===== src/rtl/sdram_trk_pkg.sv =====
package sdram_trk_pkg;

  typedef enum logic [3:0] {
    CMD_DESEL  = 4'd0,
    CMD_NOP    = 4'd1,
    CMD_ACT    = 4'd2,
    CMD_READ   = 4'd3,
    CMD_READA  = 4'd4,
    CMD_WRITE  = 4'd5,
    CMD_WRITEA = 4'd6,
    CMD_PRE    = 4'd7,
    CMD_PREA   = 4'd8,
    CMD_TERM   = 4'd9,
    CMD_MRS    = 4'd10,
    CMD_REFA   = 4'd11,
    CMD_SREF   = 4'd12,
    CMD_PDEN   = 4'd13,
    CMD_WAKE   = 4'd14,
    CMD_HOLD   = 4'd15
  } cmd_e;

  typedef enum logic [1:0] {
    BANK_IDLE   = 2'd0,
    BANK_ACTIVE = 2'd1,
    BANK_PRECH  = 2'd2
  } bank_e;

  typedef enum logic [2:0] {
    MODE_RUN   = 3'd0,
    MODE_PDOWN = 3'd1,
    MODE_SELF  = 3'd2,
    MODE_SUSP  = 3'd3,
    MODE_SRXW  = 3'd4
  } mode_e;

  typedef enum logic [1:0] {
    CLOSE_PRE  = 2'd0,
    CLOSE_AUTO = 2'd1,
    CLOSE_REF  = 2'd2
  } close_e;

  // Strobes from control to the bank datapath, one per bank
  typedef struct packed {
    logic   doOpen;
    logic   doClose;
    close_e kind;
  } bankCtl_t;

endpackage


===== src/rtl/sdram_cmd_decode.sv =====
module sdram_cmd_decode
  import sdram_trk_pkg::*;
(
  input  logic csN,
  input  logic rasN,
  input  logic casN,
  input  logic weN,
  input  logic a10,
  output cmd_e pinCmd
);

  // Pin pattern to command, valid for the clock-enable-high case
  always_comb begin
    if (csN) begin
      pinCmd = CMD_DESEL;
    end else begin
      case ({rasN, casN, weN})
        3'b111:  pinCmd = CMD_NOP;
        3'b011:  pinCmd = CMD_ACT;
        3'b101:  pinCmd = a10 ? CMD_READA : CMD_READ;
        3'b100:  pinCmd = a10 ? CMD_WRITEA : CMD_WRITE;
        3'b010:  pinCmd = a10 ? CMD_PREA : CMD_PRE;
        3'b110:  pinCmd = CMD_TERM;
        3'b001:  pinCmd = CMD_REFA;
        default: pinCmd = CMD_MRS;
      endcase
    end
  end

endmodule


===== src/rtl/sdram_bank_array.sv =====
module sdram_bank_array
  import sdram_trk_pkg::*;
#(
  parameter int NUM_BANKS = 4,
  parameter int RP_CYC    = 3,
  parameter int RC_CYC    = 6,
  parameter int AP_CYC    = 5
) (
  input  logic                     clk,
  input  logic                     rstN,
  input  bankCtl_t [NUM_BANKS-1:0] ctl,
  output bank_e    [NUM_BANKS-1:0] bankSt
);

  localparam int MAX_CYC = (RP_CYC > RC_CYC) ? ((RP_CYC > AP_CYC) ? RP_CYC : AP_CYC)
                                             : ((RC_CYC > AP_CYC) ? RC_CYC : AP_CYC);
  localparam int CNT_W = $clog2(MAX_CYC + 1);
  localparam logic [CNT_W-1:0] RP_LOAD = CNT_W'(RP_CYC - 1);
  localparam logic [CNT_W-1:0] RC_LOAD = CNT_W'(RC_CYC - 1);
  localparam logic [CNT_W-1:0] AP_LOAD = CNT_W'(AP_CYC - 1);

  for (genvar b = 0; b < NUM_BANKS; b++) begin : g_bank
    bank_e            stQ;
    logic [CNT_W-1:0] cntQ;
    logic [CNT_W-1:0] loadVal;

    always_comb begin
      case (ctl[b].kind)
        CLOSE_AUTO: loadVal = AP_LOAD;
        CLOSE_REF:  loadVal = RC_LOAD;
        default:    loadVal = RP_LOAD;
      endcase
    end

    always_ff @(posedge clk) begin
      if (!rstN) begin
        stQ  <= BANK_IDLE;
        cntQ <= '0;
      end else if (ctl[b].doOpen) begin
        stQ  <= BANK_ACTIVE;
        cntQ <= '0;
      end else if (ctl[b].doClose) begin
        stQ  <= BANK_PRECH;
        cntQ <= loadVal;
      end else if (stQ == BANK_PRECH) begin
        if (cntQ <= CNT_W'(1)) begin
          stQ  <= BANK_IDLE;
          cntQ <= '0;
        end else begin
          cntQ <= cntQ - 1'b1;
        end
      end
    end

    assign bankSt[b] = stQ;

    // a closing bank never jumps straight back to open
    a_r5_prech_not_open: assert property (@(posedge clk) disable iff (!rstN)
      (stQ == BANK_PRECH && !ctl[b].doClose) |=> (stQ != BANK_ACTIVE));

    // an idle bank with no strobe stays idle
    a_r5_idle_holds: assert property (@(posedge clk) disable iff (!rstN)
      (stQ == BANK_IDLE && !ctl[b].doOpen && !ctl[b].doClose) |=> (stQ == BANK_IDLE));
  end

endmodule


===== src/rtl/sdram_trk_ctrl.sv =====
module sdram_trk_ctrl
  import sdram_trk_pkg::*;
#(
  parameter int NUM_BANKS = 4,
  parameter int RC_CYC    = 6,
  localparam int BA_W     = $clog2(NUM_BANKS)
) (
  input  logic                     clk,
  input  logic                     rstN,
  input  logic                     cke,
  input  logic [BA_W-1:0]          ba,
  input  cmd_e                     pinCmd,
  input  bank_e    [NUM_BANKS-1:0] bankSt,
  output bankCtl_t [NUM_BANKS-1:0] ctl,
  output cmd_e                     cmdQ,
  output logic                     illegalQ,
  output mode_e                    modeQ
);

  localparam int SRX_W = $clog2(RC_CYC + 1);
  localparam logic [SRX_W-1:0] SRX_LOAD = SRX_W'(RC_CYC - 1);

  logic             allIdle;
  logic             pinQuiet;
  logic [SRX_W-1:0] srxCnt;
  logic [SRX_W-1:0] srxN;
  cmd_e             cmdN;
  logic             illN;
  mode_e            modeN;

  always_comb begin
    allIdle = 1'b1;
    for (int b = 0; b < NUM_BANKS; b++) begin
      if (bankSt[b] != BANK_IDLE) allIdle = 1'b0;
    end
  end

  assign pinQuiet = (pinCmd == CMD_NOP) || (pinCmd == CMD_DESEL);

  always_comb begin
    ctl   = '0;
    cmdN  = CMD_HOLD;
    illN  = 1'b0;
    modeN = modeQ;
    srxN  = srxCnt;
    case (modeQ)
      MODE_RUN: begin
        if (!cke && allIdle) begin
          if (pinCmd == CMD_REFA) begin
            cmdN  = CMD_SREF;
            modeN = MODE_SELF;
          end else begin
            cmdN  = CMD_PDEN;
            modeN = MODE_PDOWN;
            illN  = !pinQuiet;
          end
        end else begin
          cmdN = pinCmd;
          case (pinCmd)
            CMD_ACT: begin
              if (bankSt[ba] == BANK_IDLE) ctl[ba].doOpen = 1'b1;
              else                         illN = 1'b1;
            end
            CMD_READ, CMD_WRITE: begin
              if (bankSt[ba] != BANK_ACTIVE) illN = 1'b1;
            end
            CMD_READA, CMD_WRITEA: begin
              if (bankSt[ba] == BANK_ACTIVE) begin
                ctl[ba].doClose = 1'b1;
                ctl[ba].kind    = CLOSE_AUTO;
              end else begin
                illN = 1'b1;
              end
            end
            CMD_PRE: begin
              if (bankSt[ba] == BANK_ACTIVE) begin
                ctl[ba].doClose = 1'b1;
                ctl[ba].kind    = CLOSE_PRE;
              end
            end
            CMD_PREA: begin
              for (int b = 0; b < NUM_BANKS; b++) begin
                if (bankSt[b] == BANK_ACTIVE) begin
                  ctl[b].doClose = 1'b1;
                  ctl[b].kind    = CLOSE_PRE;
                end
              end
            end
            CMD_REFA: begin
              if (allIdle) begin
                for (int b = 0; b < NUM_BANKS; b++) begin
                  ctl[b].doClose = 1'b1;
                  ctl[b].kind    = CLOSE_REF;
                end
              end else begin
                illN = 1'b1;
              end
            end
            CMD_MRS: illN = !allIdle;
            default: ;
          endcase
          if (!cke) modeN = MODE_SUSP;
        end
      end
      MODE_PDOWN, MODE_SUSP: begin
        if (cke) begin
          cmdN  = CMD_WAKE;
          modeN = MODE_RUN;
        end
      end
      MODE_SELF: begin
        if (cke) begin
          cmdN = CMD_WAKE;
          if (RC_CYC > 1) begin
            modeN = MODE_SRXW;
            srxN  = SRX_LOAD;
          end else begin
            modeN = MODE_RUN;
          end
        end
      end
      MODE_SRXW: begin
        cmdN = pinCmd;
        illN = !pinQuiet;
        srxN = srxCnt - 1'b1;
        if (srxCnt <= SRX_W'(1)) modeN = MODE_RUN;
      end
      default: modeN = MODE_RUN;
    endcase
  end

  always_ff @(posedge clk) begin
    if (!rstN) begin
      cmdQ     <= CMD_NOP;
      illegalQ <= 1'b0;
      modeQ    <= MODE_RUN;
      srxCnt   <= '0;
    end else begin
      cmdQ     <= cmdN;
      illegalQ <= illN;
      modeQ    <= modeN;
      srxCnt   <= srxN;
    end
  end

  // an accepted MRS implies every bank was idle before it
  a_r6_mrs_needs_idle: assert property (@(posedge clk) disable iff (!rstN)
    (cmdQ == CMD_MRS && !illegalQ) |-> $past(allIdle));

  // self-refresh and power-down are entered only from all-idle
  a_r7_self_from_idle: assert property (@(posedge clk) disable iff (!rstN)
    $rose(modeQ == MODE_SELF) |-> $past(allIdle));
  a_r7_pdown_from_idle: assert property (@(posedge clk) disable iff (!rstN)
    $rose(modeQ == MODE_PDOWN) |-> $past(allIdle));

  for (genvar b = 0; b < NUM_BANKS; b++) begin : g_chk
    // a bank opens only by an accepted ACT on an idle bank
    a_r3_open_by_act: assert property (@(posedge clk) disable iff (!rstN)
      $rose(bankSt[b] == BANK_ACTIVE) |-> (cmdQ == CMD_ACT && !illegalQ && $past(bankSt[b]) == BANK_IDLE));

    // no bank opens while the clock is held or the part sleeps
    a_r8_hold_no_open: assert property (@(posedge clk) disable iff (!rstN)
      ((modeQ == MODE_PDOWN || modeQ == MODE_SELF || modeQ == MODE_SUSP) && bankSt[b] != BANK_ACTIVE)
        |=> (bankSt[b] != BANK_ACTIVE));

    // self-refresh recovery leaves idle banks idle
    a_r10_recovery_idle: assert property (@(posedge clk) disable iff (!rstN)
      (modeQ == MODE_SRXW && bankSt[b] == BANK_IDLE) |=> (bankSt[b] == BANK_IDLE));
  end

endmodule


===== src/rtl/sdram_cmd_tracker.sv =====
module sdram_cmd_tracker
  import sdram_trk_pkg::*;
#(
  parameter int NUM_BANKS = 4,
  parameter int RP_CYC    = 3,
  parameter int RC_CYC    = 6,
  parameter int AP_CYC    = 5,
  localparam int BA_W     = $clog2(NUM_BANKS)
) (
  input  logic                   clk,
  input  logic                   rstN,
  input  logic                   csN,
  input  logic                   rasN,
  input  logic                   casN,
  input  logic                   weN,
  input  logic                   cke,
  input  logic [BA_W-1:0]        ba,
  input  logic                   a10,
  output logic [3:0]             cmdOut,
  output logic [2*NUM_BANKS-1:0] bankState,
  output logic                   illegal,
  output logic [2:0]             pwrMode
);

  cmd_e                     pinCmd;
  cmd_e                     cmdQ;
  mode_e                    modeQ;
  bankCtl_t [NUM_BANKS-1:0] ctl;
  bank_e    [NUM_BANKS-1:0] bankSt;

  sdram_cmd_decode u_decode (
    .csN    (csN),
    .rasN   (rasN),
    .casN   (casN),
    .weN    (weN),
    .a10    (a10),
    .pinCmd (pinCmd)
  );

  sdram_trk_ctrl #(
    .NUM_BANKS (NUM_BANKS),
    .RC_CYC    (RC_CYC)
  ) u_ctrl (
    .clk      (clk),
    .rstN     (rstN),
    .cke      (cke),
    .ba       (ba),
    .pinCmd   (pinCmd),
    .bankSt   (bankSt),
    .ctl      (ctl),
    .cmdQ     (cmdQ),
    .illegalQ (illegal),
    .modeQ    (modeQ)
  );

  sdram_bank_array #(
    .NUM_BANKS (NUM_BANKS),
    .RP_CYC    (RP_CYC),
    .RC_CYC    (RC_CYC),
    .AP_CYC    (AP_CYC)
  ) u_banks (
    .clk    (clk),
    .rstN   (rstN),
    .ctl    (ctl),
    .bankSt (bankSt)
  );

  assign cmdOut  = cmdQ;
  assign pwrMode = modeQ;

  always_comb begin
    for (int b = 0; b < NUM_BANKS; b++) begin
      bankState[2*b +: 2] = bankSt[b];
    end
  end

endmodule


===== config.mk =====
export PLATFORM = sky130hd
export DESIGN_NAME = sdram_cmd_tracker
export DESIGN_NICKNAME = d
export VERILOG_FILES = /design/src/rtl/sdram_trk_pkg.sv /design/src/rtl/sdram_cmd_decode.sv /design/src/rtl/sdram_bank_array.sv /design/src/rtl/sdram_trk_ctrl.sv /design/src/rtl/sdram_cmd_tracker.sv
export SDC_FILE = /design/constraint.sdc
export NUM_CORES = 1
export LEC_CHECK = 0
export ABC_CLOCK_PERIOD_IN_PS = 3810
export BUFFER_PORTS_ARGS = -buffer_cell sky130_fd_sc_hd__buf_4
export CAP_MARGIN = 20
export CORE_MARGIN = 2
export CORE_UTILIZATION = 59
export DETAILED_ROUTE_END_ITERATION = 10
export PLACE_DENSITY = 0.8
export SLEW_MARGIN = 5
export SYNTH_ARGS = -nofsm -noshare
export SYNTH_HDL_FRONTEND = slang
export SYNTH_SLANG_ARGS = --single-unit

===== constraint.sdc =====
create_clock -name clk -period 3.81 [get_ports clk]
set_clock_uncertainty 0.2 [all_clocks]
set_input_delay 0.5715 -clock clk [delete_from_list [all_inputs] [get_ports clk]]
set_output_delay 0.5715 -clock clk [all_outputs]
set_load 0.02 [all_outputs]

==> summary.txt <==
Core Area: 3740 sq um
worst reg2reg path startpoint: u_ctrl.modeQ[0]
Placed Area: 2540 sq um
antenna cells: 0
most frequently used flop master after synthesis: dfxtp_1
Max Slew Vio Count: 0
critical path class: primary input to flop
highest ir drop seen on vdd: 0.196 mV
setup-violating endpoint count in the final report: 0
First-pass DRT Iterations: 4
drc violations: 0
global-route wire length before repair: 8830 um
synthesized-area fraction occupied by ao, oa, aoi and oai cells: 0.288
CTS tree: done
fillers: 335
maximum number of pins on one net before global-route repair: 17
total number of placement rows: 22
cells resized by post-CTS repair: 0
nature of the critical path endpoint: flop
antenna-violating nets left: 0
Post CTS Setup Buffer Count: 0
clock-pin slew on the worst setup and hold paths: 0.06 ns
cell types occupying the most area after synthesis: dfxtp_1, ha_1, a21oi_1
violation count after the first detailed-routing iteration: 155
Async SR Flop Fraction: 0
vias in the first global route: 1987
initial cell density of the core: 0.626
Non-Filler Cell Area, Final: 2630 sq um
endpoint of the most critical register-to-register path: u_banks.g_bank[0].cntQ[2]
Final Cycle Share: 0.802
dominant combinational cell family by area after synthesis: simple AND/OR/NAND/NOR gates
number of buffers created by CTS: 5
drt total wl: 5360 um
minimum setup slack among reg-to-reg paths: 0.84 ns
type of the tightest min-delay check: flop to flop
half-perimeter wire length after detailed placement: 3970 um
top library cells by usage in the layout, fill and taps aside: dfxtp_1, buf_4, nor2_1, a21oi_1, nor3_1
number of enable-type register cells in the synthesized netlist: 0
initial antenna violation count: 0
Arr. time, crit path: 3.05 ns
mux cell area share after synthesis: 0.0192
Ys Warns: 0
area of the mapped netlist: 2340 sq um
delay of the slowest cell on the worst path: 0.52 ns
post-synthesis share of cell area spent on full adders, half adders and majority gates: 0.0747
Critical Path Slowest Stage Cell: nor3_1
y dimension of the die: 67.0 um
worst r2r path cells: 7
I/O Pins: 26
power per standard cell area: 266 nW/um^2
Final #Nets: 328
fraction of layout cells with a size suffix above 1: 0.200
setup TNS: 0 ns
worst path required time: 3.81 ns
leading cell type in the layout, fill and taps excluded: dfxtp_1
utilization after layout: 0.701
setup repair after global routing missed its margin: false
startpoint kind of the worst setup timing path: primary input
CTS Sinks: 31
leakage component of the power: 1.01 nW
Port-buffer cells: 25
worst-path fanout max: 15
total global-route track usage: 0.256
Area growth syn-to-layout: 12.0%
synthesized area per cell: 8.31 sq um
library cell used as clock root buffer: clkbuf_8
vias per inst: 6.29
Slew HR: 0.475
final hold violations: 0
Via Count: 2220
share of synthesized cell area in and, or, nand and nor gates: 0.299
ordered list of cells on the worst path: buf_4 -> nor4b_1 -> a21oi_1 -> or4_1 -> nor3_1 -> nand2_1 -> ha_1 -> and3_1 -> a211oi_1
Hold Path Cell Cnt: 2
count of state elements after synthesis: 31
routed wirelength normalized by instance count: 15.2 um
Mapped Cells: 282
max cap viols: 0
highest clock rate: 0.327 GHz
Tightest Pin Transition: 0.777 ns
die area: 4490 sq um
Die W: 67.0 um
status: finished, final reports clean
post-synth cell types: 64
leftover overflow at the end of global routing: 0
hold wc startpoint: u_ctrl.srxCnt[0]
Placer Congestion: 0.869
largest area contributor in the synthesized netlist: dfxtp_1
hold-fix buffer count after cts: 0
sequential fraction of the synthesis area: 0.265
CTS H-tree lvls: 2
share of Yosys cell area claimed by the top area cell type: 0.265
number of buffers on the longest clock path: 2
crit path time final: 3.06 ns
end point of the most critical hold path: u_ctrl.srxCnt[0]
number of nets in the synthesized netlist: 306
clock insertion delay at the later pin of the skew report: 0.28 ns
xor/xnor share of the synthesized area: 0.00374
flip-flops by register name (all words and copies together) (netlist names):
register / count
u_ctrl.srxCnt: 3
u_ctrl.illegalQ: 1
u_ctrl.modeQ: 3
u_ctrl.cmdQ: 4
u_banks.g_bank.cntQ: 12
u_banks.g_bank.stQ: 8
worst max-delay path, delay by kind of cell:
family | cells | cell delay, ns
simple gates | 5 | 1.68
fa+ha+maj | 1 | 0.33
compound gates | 2 | 0.31
buf+inv | 1 | 0.16
through the flow:
stage	power [W]	hold WS, ns	std cells	worst slack, ns
final	0.000697	0.323	353	0.754
after global routing	0.000728	0.338	353	0.608
after CTS	0.000700	0.327	353	0.792
after detailed placement	0.000459	0.312	345	0.492
after global placement	0.000457	0.294	345	0.643
after floorplan	0.000426	0.273	282	0.935
synth_stat cells (4+ instances only):
master     n
a211oi_1   8
a21oi_1   24
and3_1     4
buf_2      4
clkbuf_1   5
dfxtp_1   31
ha_1      14
inv_1     13
nand2_1   14
nand2b_1   7
nand3_1    7
nand3b_1   7
nand4b_1   4
nor2_1    26
nor2b_1    6
nor3_1    19
nor4_1     4
o21a_1     4
o21ai_0    8
o21ai_1    4
worst max-delay path by stage:
stage,from,end,slack [ns],depth (start not counted)
6_report,rasN,u_banks.g_bank[0].cntQ[2],0.75,9
5_1_grt,rasN,u_banks.g_bank[3].cntQ[1],0.61,9
4_1_cts,rasN,u_banks.g_bank[3].cntQ[1],0.79,9
3_5_place_dp,rasN,u_banks.g_bank[3].cntQ[1],0.49,9
3_3_place_gp,rasN,u_banks.g_bank[3].cntQ[1],0.64,9
2_1_floorplan,weN,u_banks.g_bank[1].cntQ[1],0.94,7
where the power goes:
| group | internal (W) | leakage (nW) | switching [W] |
|---|---|---|---|
| registers | 0.000333 | 0.252 | 0.00000732 |
| logic | 0.0000439 | 0.706 | 0.0000694 |
| clock network | 0.000125 | 0.0477 | 0.000120 |
layout make-up:
class	instances	area, sq um	area share
Tap cell	48	60.1	0.0229
Timing Repair Buffer	27	203	0.0772
Multi-Input combinational cell	225	1610	0.612
Clock inverter	3	15.0	0.00572
Inverter	14	52.6	0.0200
Clock buffer	5	68.8	0.0262
Sequential cell	31	621	0.236
per-layer routing:
metal / vias up / GRT usage / part of all wire
met1: 1039 / 0.331 / 0.47
li1: 1110 / - / -
met5: - / 0 / 0
met2: 58 / 0.420 / 0.46
met3: 13 / 0.0389 / 0.048
met4: 0 / 0.112 / 0.021
cell families (layout without fill, tap and decap cells):
| kind of cell | after synthesis | after routing |
|---|---|---|
| compound gates | 87 | 87 |
| xor+xnor | 1 | 1 |
| fa+ha+maj | 14 | 14 |
| buf+inv | 26 | 49 |
| flops | 31 | 31 |
| mux | 2 | 2 |
| simple gates | 121 | 121 |
No activity file was read; power rests on OpenSTA's default activity.
